==> config.mk <==
export PLATFORM = sky130hd
export DESIGN_NAME = uart_modem_ctl
export DESIGN_NICKNAME = d
export VERILOG_FILES = /design/src/rtl/uart_mdm_pkg.sv /design/src/rtl/mdm_sync.sv /design/src/rtl/mdm_status.sv /design/src/rtl/mdm_regs.sv /design/src/rtl/uart_modem_ctl.sv
export SDC_FILE = /design/constraint.sdc
export NUM_CORES = 1
export LEC_CHECK = 0
export BUFFER_PORTS_ARGS = -buffer_cell sky130_fd_sc_hd__buf_2
export CAP_MARGIN = 20
export CORE_MARGIN = 10
export CORE_UTILIZATION = 25
export CTS_CLUSTER_DIAMETER = 60
export DETAILED_ROUTE_END_ITERATION = 8
export PLACE_DENSITY_LB_ADDON = 0.2
export SLEW_MARGIN = 20
export SYNTH_ARGS = -nofsm -noshare
export SYNTH_HDL_FRONTEND = slang
export SYNTH_SLANG_ARGS = --single-unit
export TNS_END_PERCENT = 5
==> constraint.sdc <==
create_clock -name clk -period 0.9 [get_ports clk]
set_clock_uncertainty 0.2 [all_clocks]
set_input_delay 0.09 -clock clk [delete_from_list [all_inputs] [get_ports clk]]
set_output_delay 0.09 -clock clk [all_outputs]
set_load 0.02 [all_outputs]
==> src/rtl/uart_mdm_pkg.sv <==
package uart_mdm_pkg;

    localparam int unsigned N_MODEM = 3;
    localparam int unsigned IDX_CTS = 0;
    localparam int unsigned IDX_DSR = 1;
    localparam int unsigned IDX_DCD = 2;

    typedef struct packed {
        logic dtr;
        logic loop_en;
        logic auto_cts;
        logic msi_en;
    } mdm_ctl_t;

    typedef struct packed {
        logic [N_MODEM-1:0] prev;
        logic [N_MODEM-1:0] chg;
    } mdm_stat_t;

    function automatic logic [7:0] pack_msr(input logic [N_MODEM-1:0] lvl,
                                            input logic [N_MODEM-1:0] chg);
        logic [7:0] v;
        v = '0;
        v[0] = chg[IDX_CTS];
        v[1] = chg[IDX_DSR];
        v[3] = chg[IDX_DCD];
        v[4] = lvl[IDX_CTS];
        v[5] = lvl[IDX_DSR];
        v[7] = lvl[IDX_DCD];
        return v;
    endfunction

endpackage

==> src/rtl/mdm_sync.sv <==
module mdm_sync #(
    parameter int unsigned WIDTH  = 3,
    parameter int unsigned STAGES = 2
) (
    input  logic             clk,
    input  logic             rst,
    input  logic [WIDTH-1:0] in_async,
    output logic [WIDTH-1:0] out_sync
);

    for (genvar i = 0; i < WIDTH; i++) begin : g_bit
        logic [STAGES-1:0] chain_d;
        logic [STAGES-1:0] chain_q;

        always_comb begin
            chain_d = {chain_q[STAGES-2:0], in_async[i]};
        end

        always_ff @(posedge clk or posedge rst) begin
            if (rst) chain_q <= '0;
            else     chain_q <= chain_d;
        end

        assign out_sync[i] = chain_q[STAGES-1];
    end

endmodule

==> src/rtl/mdm_status.sv <==
module mdm_status
    import uart_mdm_pkg::*;
(
    input  logic               clk,
    input  logic               rst,
    input  logic [N_MODEM-1:0] lvl,
    input  logic               msr_rd,
    input  logic               msi_en,
    input  logic               auto_cts,
    output logic [7:0]         msr,
    output logic               msi_req
);

    mdm_stat_t          st_d;
    mdm_stat_t          st_q;
    logic [N_MODEM-1:0] edge_now;

    always_comb begin
        edge_now = lvl ^ st_q.prev;
        st_d.prev = lvl;
        st_d.chg  = (msr_rd ? '0 : st_q.chg) | edge_now;
    end

    always_ff @(posedge clk or posedge rst) begin
        if (rst) st_q <= '0;
        else     st_q <= st_d;
    end

    assign msr     = pack_msr(lvl, st_q.chg);
    assign msi_req = msi_en & (st_q.chg[IDX_DSR] | st_q.chg[IDX_DCD] |
                               (st_q.chg[IDX_CTS] & ~auto_cts));


    chg_hold_chk: assert property (@(posedge clk) disable iff (rst)
        (!msr_rd) |=> ((st_q.chg & $past(st_q.chg)) == $past(st_q.chg)));


    chg_clear_chk: assert property (@(posedge clk) disable iff (rst)
        (msr_rd && (lvl == st_q.prev)) |=> (st_q.chg == '0));


    chg_detect_chk: assert property (@(posedge clk) disable iff (rst)
        (lvl != st_q.prev) |=> ((st_q.chg & $past(lvl ^ st_q.prev)) == $past(lvl ^ st_q.prev)));

endmodule

==> src/rtl/mdm_regs.sv <==
module mdm_regs
    import uart_mdm_pkg::*;
#(
    parameter int unsigned ADDR_W       = 3,
    parameter int unsigned IER_ADDR     = 1,
    parameter int unsigned MCR_ADDR     = 4,
    parameter int unsigned MSR_ADDR     = 6,
    parameter int unsigned IER_MSI_BIT  = 3,
    parameter int unsigned MCR_DTR_BIT  = 0,
    parameter int unsigned MCR_LOOP_BIT = 4,
    parameter int unsigned MCR_AUTO_BIT = 5
) (
    input  logic              clk,
    input  logic              rst,
    input  logic              cs_hi_a,
    input  logic              cs_hi_b,
    input  logic              cs_lo_n,
    input  logic [ADDR_W-1:0] addr,
    input  logic              rd_stb,
    input  logic              wr_stb,
    input  logic [7:0]        wdata,
    input  logic [7:0]        msr_in,
    output logic [7:0]        rdata,
    output logic              msr_rd,
    output mdm_ctl_t          ctl
);

    localparam logic [7:0] USED_MASK = 8'((1 << MCR_DTR_BIT) | (1 << MCR_LOOP_BIT) |
                                          (1 << MCR_AUTO_BIT) | (1 << IER_MSI_BIT));

    mdm_ctl_t ctl_d;
    mdm_ctl_t ctl_q;
    logic     picked;
    logic     wr_mcr;
    logic     wr_ier;
    logic     unused_wdata;

    assign picked       = cs_hi_a & cs_hi_b & ~cs_lo_n;
    assign wr_mcr       = picked & wr_stb & (addr == ADDR_W'(MCR_ADDR));
    assign wr_ier       = picked & wr_stb & (addr == ADDR_W'(IER_ADDR));
    assign msr_rd       = picked & rd_stb & (addr == ADDR_W'(MSR_ADDR));
    assign unused_wdata = ^(wdata & ~USED_MASK);

    always_comb begin
        ctl_d = ctl_q;
        if (wr_mcr) begin
            ctl_d.dtr      = wdata[MCR_DTR_BIT];
            ctl_d.loop_en  = wdata[MCR_LOOP_BIT];
            ctl_d.auto_cts = wdata[MCR_AUTO_BIT];
        end
        if (wr_ier) begin
            ctl_d.msi_en = wdata[IER_MSI_BIT];
        end
    end

    always_ff @(posedge clk or posedge rst) begin
        if (rst) ctl_q <= '0;
        else     ctl_q <= ctl_d;
    end

    always_comb begin
        rdata = '0;
        if (picked && rd_stb) begin
            if (addr == ADDR_W'(MSR_ADDR)) begin
                rdata = msr_in;
            end else if (addr == ADDR_W'(MCR_ADDR)) begin
                rdata[MCR_DTR_BIT]  = ctl_q.dtr;
                rdata[MCR_LOOP_BIT] = ctl_q.loop_en;
                rdata[MCR_AUTO_BIT] = ctl_q.auto_cts;
            end else if (addr == ADDR_W'(IER_ADDR)) begin
                rdata[IER_MSI_BIT] = ctl_q.msi_en;
            end
        end
    end

    assign ctl = ctl_q;


    unselected_write_chk: assert property (@(posedge clk) disable iff (rst)
        (wr_stb && !(cs_hi_a && cs_hi_b && !cs_lo_n)) |=> $stable(ctl_q));


    unselected_read_chk: assert property (@(posedge clk) disable iff (rst)
        (!cs_hi_a || !cs_hi_b || cs_lo_n) |-> (rdata == 8'h00));

endmodule

==> src/rtl/uart_modem_ctl.sv <==
module uart_modem_ctl
    import uart_mdm_pkg::*;
#(
    parameter int unsigned ADDR_W      = 3,
    parameter int unsigned SYNC_STAGES = 2
) (
    input  logic              clk,
    input  logic              mr,
    input  logic              cs_hi_a,
    input  logic              cs_hi_b,
    input  logic              cs_lo_n,
    input  logic [ADDR_W-1:0] reg_addr,
    input  logic              rd_stb,
    input  logic              wr_stb,
    input  logic [7:0]        wr_data,
    output logic [7:0]        rd_data,
    input  logic              cts_n,
    input  logic              dsr_n,
    input  logic              dcd_n,
    output logic              dtr_n,
    output logic              tx_permit,
    output logic              msi_req
);

    localparam int unsigned MCR_ADDR = 4;

    logic [N_MODEM-1:0] pin_active;
    logic [N_MODEM-1:0] lvl;
    logic [7:0]         msr;
    logic               msr_rd;
    mdm_ctl_t           ctl;

    always_comb begin
        pin_active          = '0;
        pin_active[IDX_CTS] = ~cts_n;
        pin_active[IDX_DSR] = ~dsr_n;
        pin_active[IDX_DCD] = ~dcd_n;
    end

    mdm_sync #(.WIDTH(N_MODEM), .STAGES(SYNC_STAGES)) sync_i (
        .clk      (clk),
        .rst      (mr),
        .in_async (pin_active),
        .out_sync (lvl)
    );

    mdm_status status_i (
        .clk      (clk),
        .rst      (mr),
        .lvl      (lvl),
        .msr_rd   (msr_rd),
        .msi_en   (ctl.msi_en),
        .auto_cts (ctl.auto_cts),
        .msr      (msr),
        .msi_req  (msi_req)
    );

    mdm_regs #(.ADDR_W(ADDR_W), .MCR_ADDR(MCR_ADDR)) regs_i (
        .clk     (clk),
        .rst     (mr),
        .cs_hi_a (cs_hi_a),
        .cs_hi_b (cs_hi_b),
        .cs_lo_n (cs_lo_n),
        .addr    (reg_addr),
        .rd_stb  (rd_stb),
        .wr_stb  (wr_stb),
        .wdata   (wr_data),
        .msr_in  (msr),
        .rdata   (rd_data),
        .msr_rd  (msr_rd),
        .ctl     (ctl)
    );

    assign dtr_n     = ~(ctl.dtr & ~ctl.loop_en);
    assign tx_permit = ~ctl.auto_cts | lvl[IDX_CTS];


    dtr_drive_chk: assert property (@(posedge clk) disable iff (mr)
        (cs_hi_a && cs_hi_b && !cs_lo_n && wr_stb && reg_addr == ADDR_W'(MCR_ADDR) &&
         wr_data[0] && !wr_data[4]) |=> !dtr_n);


    dtr_loop_chk: assert property (@(posedge clk) disable iff (mr)
        (cs_hi_a && cs_hi_b && !cs_lo_n && wr_stb && reg_addr == ADDR_W'(MCR_ADDR) &&
         wr_data[4]) |=> dtr_n);


    cts_mask_chk: assert property (@(posedge clk) disable iff (mr)
        (msi_req && ctl.auto_cts) |-> (msr[1] || msr[3]));


    msi_source_chk: assert property (@(posedge clk) disable iff (mr)
        msi_req |-> ((msr[0] || msr[1] || msr[3]) && ctl.msi_en));

endmodule

==> flow_summary_export.csv, run 1 <==
group,metric,value,unit
status,outcome,"complete, but fails checks",
status,violations,"hold timing, setup timing",
global_route,grt_pass1_vias,587,
route,drtAntennaViolNets,0,
logic_synthesis,synth_ff_type,"dfrtp_1",
place,hpwl,1.29,mm
logic_synthesis,yosys_warnings,0,
logic_synthesis,seq_area_frac_synth,56.3,%
worst_setup_path,crit_required,0.61,ns
cts,clk_path_buf_depth,2,
timing,hold_viol,4,
min_path,min_from,"wr_data[4]",
flow_run,drv_cap,0,
timing,setup_viol,16,
logic_synthesis,ys_top_cells_by_area,"dfrtp_1, mux2_4, mux2i_1, xor2_1, a21o_1",
timing,slew_violations,0,
cts,cts.sinks,16,
logic_synthesis,syn_area,711,sq um
worst_setup_path,critPathLaunch,"status_i.msr[0]",
timing,fmax,0.682,GHz
logic_synthesis,synthArstFlopShare,100,%
global_route,grt_max_degree,17,
floorplanning,start_util,26.0,%
timing,setup_ws,-0.566,ns
cts,cts-hold-fix-buffers,4,
logic_synthesis,synthCells,59,
logic_synthesis,yosysMostFrequentCell,"dfrtp_1",
worst_setup_path,worstSetupPathType,"flop to primary output",
cts,clock-root-buffer,"clkbuf_4",
timing,fin_hold_ws,-0.163,ns
floorplanning,dieArea,0.00538,sq mm
floorplanning,io_pins,32,
global_route,grt_pass1_wl,2.82,mm
timing,rsz0062_at_grt,"true",
route,routed_via_density,4.20,
cts,htreeDepth,1,
logic_synthesis,synthTopCellsByCount,"dfrtp_1, inv_1, nor2_1",
pwr,power.density,1450,mW/mm^2
route,first_pass_iters,4,
cells_and_area,fin_nets,119,
cts,cts_inserted_buffers,3,
logic_synthesis,synth.area.mux_share,12.1,%
place,gp_congestion,0.742,
logic_synthesis,synth_top_area_share,56.3,%
worst_setup_path,crit_fanout,2,
route,drc_errors,0,
logic_synthesis,ys_seq_elements,16,
route,num_vias,538,
cells_and_area,drive_gt1_share,48.5,%
logic_synthesis,yosysTopAreaCell,"dfrtp_1",
global_route,antenna_found_initial,0,
cts,cts_tree,"yes",
route,drt-initial-drc-count,19,
place,io_buffer_count,25,
pwr,total_leakage_power,0.524,nW
global_route,overflow,0,
logic_synthesis,synth_simple_gate_area_share,15.8,%
logic_synthesis,synthAdderAreaFrac,0,%
logic_synthesis,synth_xor_area_share,3.70,%
route,wl,1.61,mm
floorplanning,fp.dieW,73.3,um
cts,path_clk_slew,0.09,ns
cells_and_area,stdcell_area,0.00105,sq mm
logic_synthesis,synth_compound_area_share,5.46,%
cells_and_area,synthToLayoutAreaGrowth,48.1,%
timing,finalCritPeriodShare,163,%
floorplanning,die_y,73.3,um
logic_synthesis,synth-edff-count,0,
cells_and_area,antenna_cells,0,
timing,layout_min_cycle_time,1.47,ns
worst_setup_path,critPathLaunchType,"flop",
logic_synthesis,avgSynthCellArea,12.0,sq um
place,dpl-instance-area,911,sq um
worst_setup_path,crit_arrival,1.18,ns
cells_and_area,fin_util,38.5,%
logic_synthesis,synth_cell_type_count,22,
floorplanning,coreArea,0.00273,sq mm
floorplanning,rows,19,
route,wire_per_inst,12.6,um
logic_synthesis,synth_top_family_by_area,"simple AND/OR/NAND/NOR gates",
global_route,grt_usage,6.72,%
worst_setup_path,r2r-start,"regs_i.ctl[1]",
pwr,max-vdd-ir-drop,820,uV
cts,insertion_delay,0.28,ns
worst_setup_path,crit_path_end_kind,"primary output",
min_path,hold_path_class,"primary input to flop",
worst_setup_path,reg2reg_slack,-0.22,ns
-- metrics by stage --
step                total power (W)  hold WS, ns  setup TNS [ns]  setup WS (ns)  std cells
global route                0.00162       -0.183           -6.12         -0.648        128
finish                      0.00152       -0.163           -5.22         -0.566        128
detailed placement          0.00103      -0.0908           -5.34         -0.538        120
global placement            0.00103      -0.0933           -5.50         -0.526        120
floorplan                  0.000940       -0.196           -3.05         -0.389         60
CTS                         0.00155       -0.171           -5.31         -0.590        128
-- timing repair --
item / CTS / global route
gates resized for setup: 13 / 6
setup buffers: 0 / 0
hold endpoints to repair: 23 / 4
endpoints found under the setup margin: 16 / 16
pin swaps: 7 / 0
-- cell type report --
type,instances,area (sq um)
clock buffer,4,36.3
fill,279,1680
inverter,6,25.0
multi-input combinational,35,298
sequential,16,400
tap,31,38.8
timing repair buffer,36,254
-- worst max-delay path, stage by stage (launching register included) --
cell and delay (ns):
dfrtp_1 0.38, nor2b_1 0.13, o31a_1 0.25, buf_6 0.14
-- power breakdown --
part | internal, W | total (W) | switching (W) | leakage [nW]
clock network | 0.000246 | 0.000468 | 0.000222 | 0.0210
registers | 0.000764 | 0.000796 | 0.0000318 | 0.184
logic | 0.000148 | 0.000260 | 0.000112 | 0.319
-- kinds of logic after synthesis --
family,Yosys count
AND/OR/NAND/NOR,18
flip-flops,16
buffers and inverters,9
multiplexers,7
AO/OA/AOI/OAI,5
XOR/XNOR,3
other,1
-- layer usage --
layer	GRT usage, %	share of wire, %
met1	7.22	44
met5	0	0
met2	10.9	49
met4	3.73	0.62
met3	2.83	6.2
-- placed cells by master, fill, tap and decap left out --
cell           count
a21boi_1           1
nand2_1            1
nor2_4             1
mux2_2             1
buf_2             18
nor4b_2            1
nand2b_1           1
o31a_1             1
or3b_4             1
inv_1              5
mux2i_1            3
dfrtp_1           16
nand3_2            1
nand2b_4           1
a21o_1             3
conb_1             2
inv_4              1
and4b_1            1
mux2_4             3
nor2b_4            1
nor2_1             5
clkbuf_8           1
nand3_1            2
clkbuf_4           3
buf_6              5
dlygate4sd3_1      4
nor2b_1            1
nand4b_1           1
xor2_1             3
buf_4              9
-- sequential cells by signal, indices dropped and copies added (netlist names) --
signal                count
regs_i.ctl                4
sync_i.g_bit.chain_q      6
status_i.msr              3
status_i.st_q             3
-- path summary, 6_finish.rpt --
check                      depth (start not counted)                          to
max                                                3                     msi_req
min                                                2               regs_i.ctl[2]
max reg2reg                                        2               regs_i.ctl[1]
min reg2reg                                        0  sync_i.g_bit[0].chain_q[1]
max in group asynchronous                          4               regs_i.ctl[1]
min in group asynchronous                          4  sync_i.g_bit[1].chain_q[0]
No activity file was read; power rests on OpenSTA's default activity.
==> run 2, diff against run 1 <==
CELL_PAD_IN_SITES_DETAIL_PLACEMENT = 1   (was not set)
CELL_PAD_IN_SITES_GLOBAL_PLACEMENT = 1   (was not set)
==> run 2 against run 1 <==
Effect of this change: sequential share of layout area increased by 0.37 points; final area shrank 0.95%; register-to-register slack about the same; flip-flop and latch count stayed put; cell count rose by 0.78%; combinational power about the same; via count grew 6.3%; setup slack worse by 0.018 ns; routed wire length increased by 13%; the flow still finishes with violations (hold timing, setup timing); worst hold slack got worse by 0.012 ns.
==> flow_summary_export.csv, run 2 (synthesis gave the netlist of run 1 again) <==
group,metric,value,unit
status,outcome,"complete, but fails checks",
status,violations,"hold timing, setup timing",
worst_setup_path,critPathLaunchType,"flop",
route,num_vias,572,
worst_setup_path,reg2reg_slack,-0.22,ns
cts,cts.sinks,16,
worst_setup_path,crit_fanout,2,
min_path,min_from,"wr_data[4]",
floorplanning,io_pins,32,
place,hpwl,1.45,mm
timing,setup_viol,16,
floorplanning,die_y,73.3,um
floorplanning,coreArea,0.00273,sq mm
global_route,grt_usage,7.22,%
worst_setup_path,crit_path_end_kind,"primary output",
cells_and_area,fin_nets,120,
worst_setup_path,r2r-start,"regs_i.ctl[1]",
floorplanning,rows,19,
worst_setup_path,crit_arrival,1.19,ns
timing,fin_hold_ws,-0.175,ns
global_route,antenna_found_initial,0,
pwr,clkPwrFrac,31.3,%
route,drc_errors,0,
route,drtAntennaViolNets,0,
cts,clock-root-buffer,"clkbuf_4",
worst_setup_path,crit_chain,"nor2b_1 -> o31a_1 -> buf_6",
pwr,total_leakage_power,0.529,nW
cts,cts_tree,"yes",
route,routed.top_layer,"met4",
cells_and_area,instances_no_fill,129,
pwr,power.internal,0.00116,W
flow_run,drv_cap,0,
cts,insertion_delay,0.29,ns
global_route,grt_max_degree,17,
worst_setup_path,crit_required,0.61,ns
route,drt-met1-wl,745,um
worst_setup_path,worstSetupPathType,"flop to primary output",
pwr,power_frac_seq,51.7,%
floorplanning,dieArea,0.00538,sq mm
route,wl,1.83,mm
place,dp_slack,-0.549,ns
cells_and_area,synthToLayoutAreaGrowth,46.7,%
pwr,power.density,1480,mW/mm^2
timing,fmax,0.674,GHz
min_path,min_to,"regs_i.ctl[2]",
timing,setup_ws,-0.584,ns
cts,clk_path_buf_depth,2,
place,io_buffer_count,25,
cells_and_area,layout_commonest_cell,"buf_2",
cells_and_area,antenna_cells,0,
cts,htreeDepth,1,
timing,layout_min_cycle_time,1.48,ns
timing,finalCritPeriodShare,165,%
worst_setup_path,reg2reg_to,"regs_i.ctl[1]",
cells_and_area,regMostFlops,"sync_i.g_bit.chain_q",
pwr,power_switching,0.000383,W
route,drt-initial-drc-count,15,
global_route,grt_pass1_wl,3.09,mm
route,wl_met3,173,um
min_path,whs_path_depth,2,
global_route,grt_pass1_vias,651,
route,wire_per_inst,14.2,um
pwr,p_sw_share,24.8,%
min_path,hold_path_class,"primary input to flop",
cells_and_area,final_cell_mix,"buf_2, dfrtp_1, buf_4, nor2_1, inv_1",
cells_and_area,drive_gt1_share,46.9,%
cells_and_area,largest_reg_flops,6,
route,dr_wl_met2,901,um
route,routed_via_density,4.43,
timing,hold_viol,4,
pwr,max-vdd-ir-drop,946,uV
cts,cts-hold-fix-buffers,4,
worst_setup_path,cpPeakStageDelay,0.39,ns
timing,slew_violations,0,
cts,path_clk_slew,0.10,ns
global_route,overflow,0,
place,dp.cells,121,
timing,rsz0062_at_grt,"true",
place,gp_congestion,0.720,
cts,cts_inserted_buffers,3,
pwr,combPwrFrac,17.0,%
worst_setup_path,slowest_stage,"dfrtp_1",
route,first_pass_iters,4,
worst_setup_path,ff2ff_path_depth,2,
floorplanning,fp.dieW,73.3,um
floorplanning,start_util,26.0,%
run 2: worst max-delay path by stage:
stage | startpoint | endpoint | slack, ns | cells after the start
CTS | status_i.msr[0] | msi_req | -0.60 | 3
detailed placement | cs_lo_n | regs_i.ctl[3] | -0.55 | 4
global placement | cs_lo_n | regs_i.ctl[1] | -0.53 | 4
global route | status_i.msr[0] | msi_req | -0.65 | 3
floorplan | reg_addr[1] | regs_i.ctl[1] | -0.39 | 3
finish | status_i.msr[0] | msi_req | -0.58 | 3
run 2: metrics by stage:
| stage | power [W] | area [sq um] | utilization (%) | TNS, ns |
|---|---|---|---|---|
| after floorplan | 0.000940 | 714 | - | -3.05 |
| after CTS | 0.00157 | 1030 | 37.6 | -5.47 |
| final | 0.00154 | 1040 | 38.1 | -5.18 |
| after global placement | 0.00103 | 918 | 33.6 | -5.72 |
| after detailed placement | 0.00104 | 918 | 33.6 | -5.78 |
| after global routing | 0.00164 | 1040 | 38.1 | -6.17 |
run 2: worst max-delay path, delay by kind of cell (launching register included):
family                 cells  cell delay [ns]
AOI/OAI and AO/OA          1             0.25
buffers and inverters      1             0.14
DFF                        1             0.39
and+or+nand+nor            1             0.13
run 2: power by group through the flow:
| stage | combinational, W | sequential, W | clock [W] |
|---|---|---|---|
| after floorplan | 0.000138 | 0.000802 | 0 |
| after global placement | 0.000221 | 0.000812 | 0 |
| after detailed placement | 0.000228 | 0.000813 | 0 |
| after CTS | 0.000265 | 0.000799 | 0.000507 |
| after global routing | 0.000290 | 0.000807 | 0.000542 |
| final | 0.000262 | 0.000797 | 0.000483 |
run 2: metal layers:
layer / global-route usage, % / vias up
li1: - / 266
met1: 7.54 / 281
met2: 12.1 / 23
met3: 3.77 / 2
met4: 2.48 / 0
met5: 0 / -
run 2: area by class of cell:
cell class,count,area (sq um)
clock buffers,4,36.3
multi-input cells,35,284
inverters,6,22.5
repair buffers,37,260
fillers,310,1690
well taps,31,38.8
flip-flops and latches,16,400
run 2: what timing repair did:
item	4_1_cts	5_1_grt
pin swaps	5	2
endpoints found under the hold margin	23	4
gates resized for setup	10	5
endpoints found under the setup margin	16	16
buffers inserted	0	0
==> run 3, diff against run 2 <==
CELL_PAD_IN_SITES_DETAIL_PLACEMENT = not set   (was 1)
CELL_PAD_IN_SITES_GLOBAL_PLACEMENT = not set   (was 1)
REMOVE_ABC_BUFFERS = 1   (was not set)
==> run 3 against run 2 <==
Effect of this change: the run still ends with hold timing, setup timing left; setup slack improved by 0.020 ns; flip-flop and latch count unchanged; cell count decreased by 1.6%; largest power group unchanged; highest routed layer unchanged.
==> flow_summary_export.csv, run 3 (synthesis gave the netlist of run 1 again) <==
group,metric,value,unit
worst_setup_path,cp_top_family,"flip-flops",
min_path,hold_path_class,"primary input to flop",
floorplanning,io_pins,32,
cts,cts_tree,"yes",
timing,rsz0062_at_grt,"true",
route,drtAntennaViolNets,0,
place,io_buffer_count,25,
cts,cts-hold-fix-buffers,4,
route,drt-initial-drc-count,15,
flow_run,drv_cap,0,
cells_and_area,regMostFlops,"sync_i.g_bit.chain_q",
floorplanning,coreArea,0.00273,sq mm
place,gp_congestion,0.758,
worst_setup_path,cp_num_buf_inv,1,
cts,htreeDepth,1,
worst_setup_path,cpPeakStageDelay,0.38,ns
route,wl,1.69,mm
pwr,total_leakage_power,0.519,nW
cts,cts.sinks,16,
timing,fin_hold_ws,-0.165,ns
pwr,p_total,0.00152,W
timing,finalCritPeriodShare,163,%
global_route,grt_pass1_vias,612,
cells_and_area,final_cell_mix,"buf_2, dfrtp_1, buf_4",
cells_and_area,drive_gt1_share,47.9,%
route,drc_errors,0,
worst_setup_path,slowest_stage,"dfrtp_1",
cells_and_area,layout_commonest_cell,"buf_2",
worst_setup_path,crit_path_end_kind,"primary output",
route,num_vias,545,
timing,setup_viol,16,
global_route,antenna_found_initial,0,
timing,hold_viol,4,
cts,clk_path_buf_depth,2,
cts,insertion_delay,0.28,ns
floorplanning,dieArea,0.00538,sq mm
global_route,grt_usage,6.64,%
route,first_pass_iters,2,
pwr,power.density,1450,mW/mm^2
worst_setup_path,crit_required,0.61,ns
route,wire_per_inst,13.3,um
timing,fin_setup_tns,-5.19,ns
floorplanning,rows,19,
place,dp.cells,119,
floorplanning,die_y,73.3,um
cells_and_area,largest_reg_flops,6,
global_route,overflow,0,
worst_setup_path,critPathLaunchType,"flop",
floorplanning,fp.dieW,73.3,um
cts,clock-root-buffer,"clkbuf_4",
cts,post-cts-setup-buffer-count,0,
route,routed_via_density,4.29,
cells_and_area,fin_nets,118,
status,outcome,"complete, but fails checks",
worst_setup_path,crit_arrival,1.17,ns
worst_setup_path,crit_chain,"nor2b_1 -> o31a_1 -> buf_6",
timing,setup_ws,-0.564,ns
worst_setup_path,crit_fanout,2,
global_route,grt_pass1_wl,2.82,mm
cts,path_clk_slew,0.09,ns
status,violations,"hold timing, setup timing",
worst_setup_path,worstSetupPathType,"flop to primary output",
timing,slew_violations,0,
cells_and_area,synthToLayoutAreaGrowth,47.4,%
cells_and_area,instances_no_fill,127,
cells_and_area,antenna_cells,0,
timing,fmax,0.683,GHz
cts,cts_inserted_buffers,3,
global_route,grt_max_degree,17,
pwr,max-vdd-ir-drop,663,uV
floorplanning,start_util,26.0,%
place,hpwl,1.32,mm
timing,layout_min_cycle_time,1.46,ns
-- run 3: cell types whose count changed in the layout (fill, tap and decap cells not counted) --
cell / previous run / this run
buf_4: 12 / 9
buf_6: 4 / 5
inv_2: 1 / 0
inv_4: 0 / 1
nor2_1: 6 / 5
nor2_4: 0 / 1
nor4b_1: 1 / 0
nor4b_2: 0 / 1
-- run 3: worst paths after layout --
check	startpoint	end	slack, ns	cells after the start
max in group asynchronous	mr	status_i.msr[3]	0.17	4
min in group asynchronous	mr	status_i.st_q[5]	0.15	4
min	wr_data[5]	regs_i.ctl[1]	-0.16	2
min reg2reg	sync_i.g_bit[2].chain_q[0]	sync_i.g_bit[2].chain_q[1]	0.15	0
max reg2reg	regs_i.ctl[1]	regs_i.ctl[1]	-0.24	2
max	status_i.msr[0]	msi_req	-0.56	3
-- run 3: worst register-to-register path: stages, from the launching register on --
cell	delay (ns)
dfrtp_1	0.43
buf_4	0.16
mux2_4	0.25
-- run 3: power by group --
part / internal [W] / switching, W / total [W]
Sequential: 0.000764 / 0.0000330 / 0.000797
Clock: 0.000246 / 0.000217 / 0.000463
Combinational: 0.000145 / 0.000112 / 0.000258
-- run 3: area by class of cell --
type	instances	area (sq um)
repair buffers	35	249
flip-flops and latches	16	400
well taps	31	38.8
fillers	279	1690
clock buffers	4	36.3
multi-input cells	35	298
inverters	6	25.0
-- run 3: stage by stage --
step | util [%] | setup WS [ns] | instance area (sq um)
floorplan | - | -0.388 | 694
global placement | 33.0 | -0.525 | 903
detailed placement | 33.0 | -0.546 | 903
CTS | 37.3 | -0.597 | 1020
global route | 38.3 | -0.639 | 1050
finish | 38.3 | -0.564 | 1050
-- run 3: routing by layer --
metal | global-route usage, % | vias to the layer above | part of all wire (%) | routed length (um)
met3 | 2.96 | 2 | 11 | 182
li1 | - | 263 | - | -
met1 | 6.98 | 264 | 38 | 646
met5 | 0 | - | 0 | 0
met2 | 10.7 | 16 | 50 | 849
met4 | 3.93 | 0 | 0.47 | 8
-- run 3: what timing repair did --
action	in CTS	in global routing
setup endpoints to repair	16	16
pin swaps	7	0
gates resized for setup	13	7
hold endpoints to repair	23	4
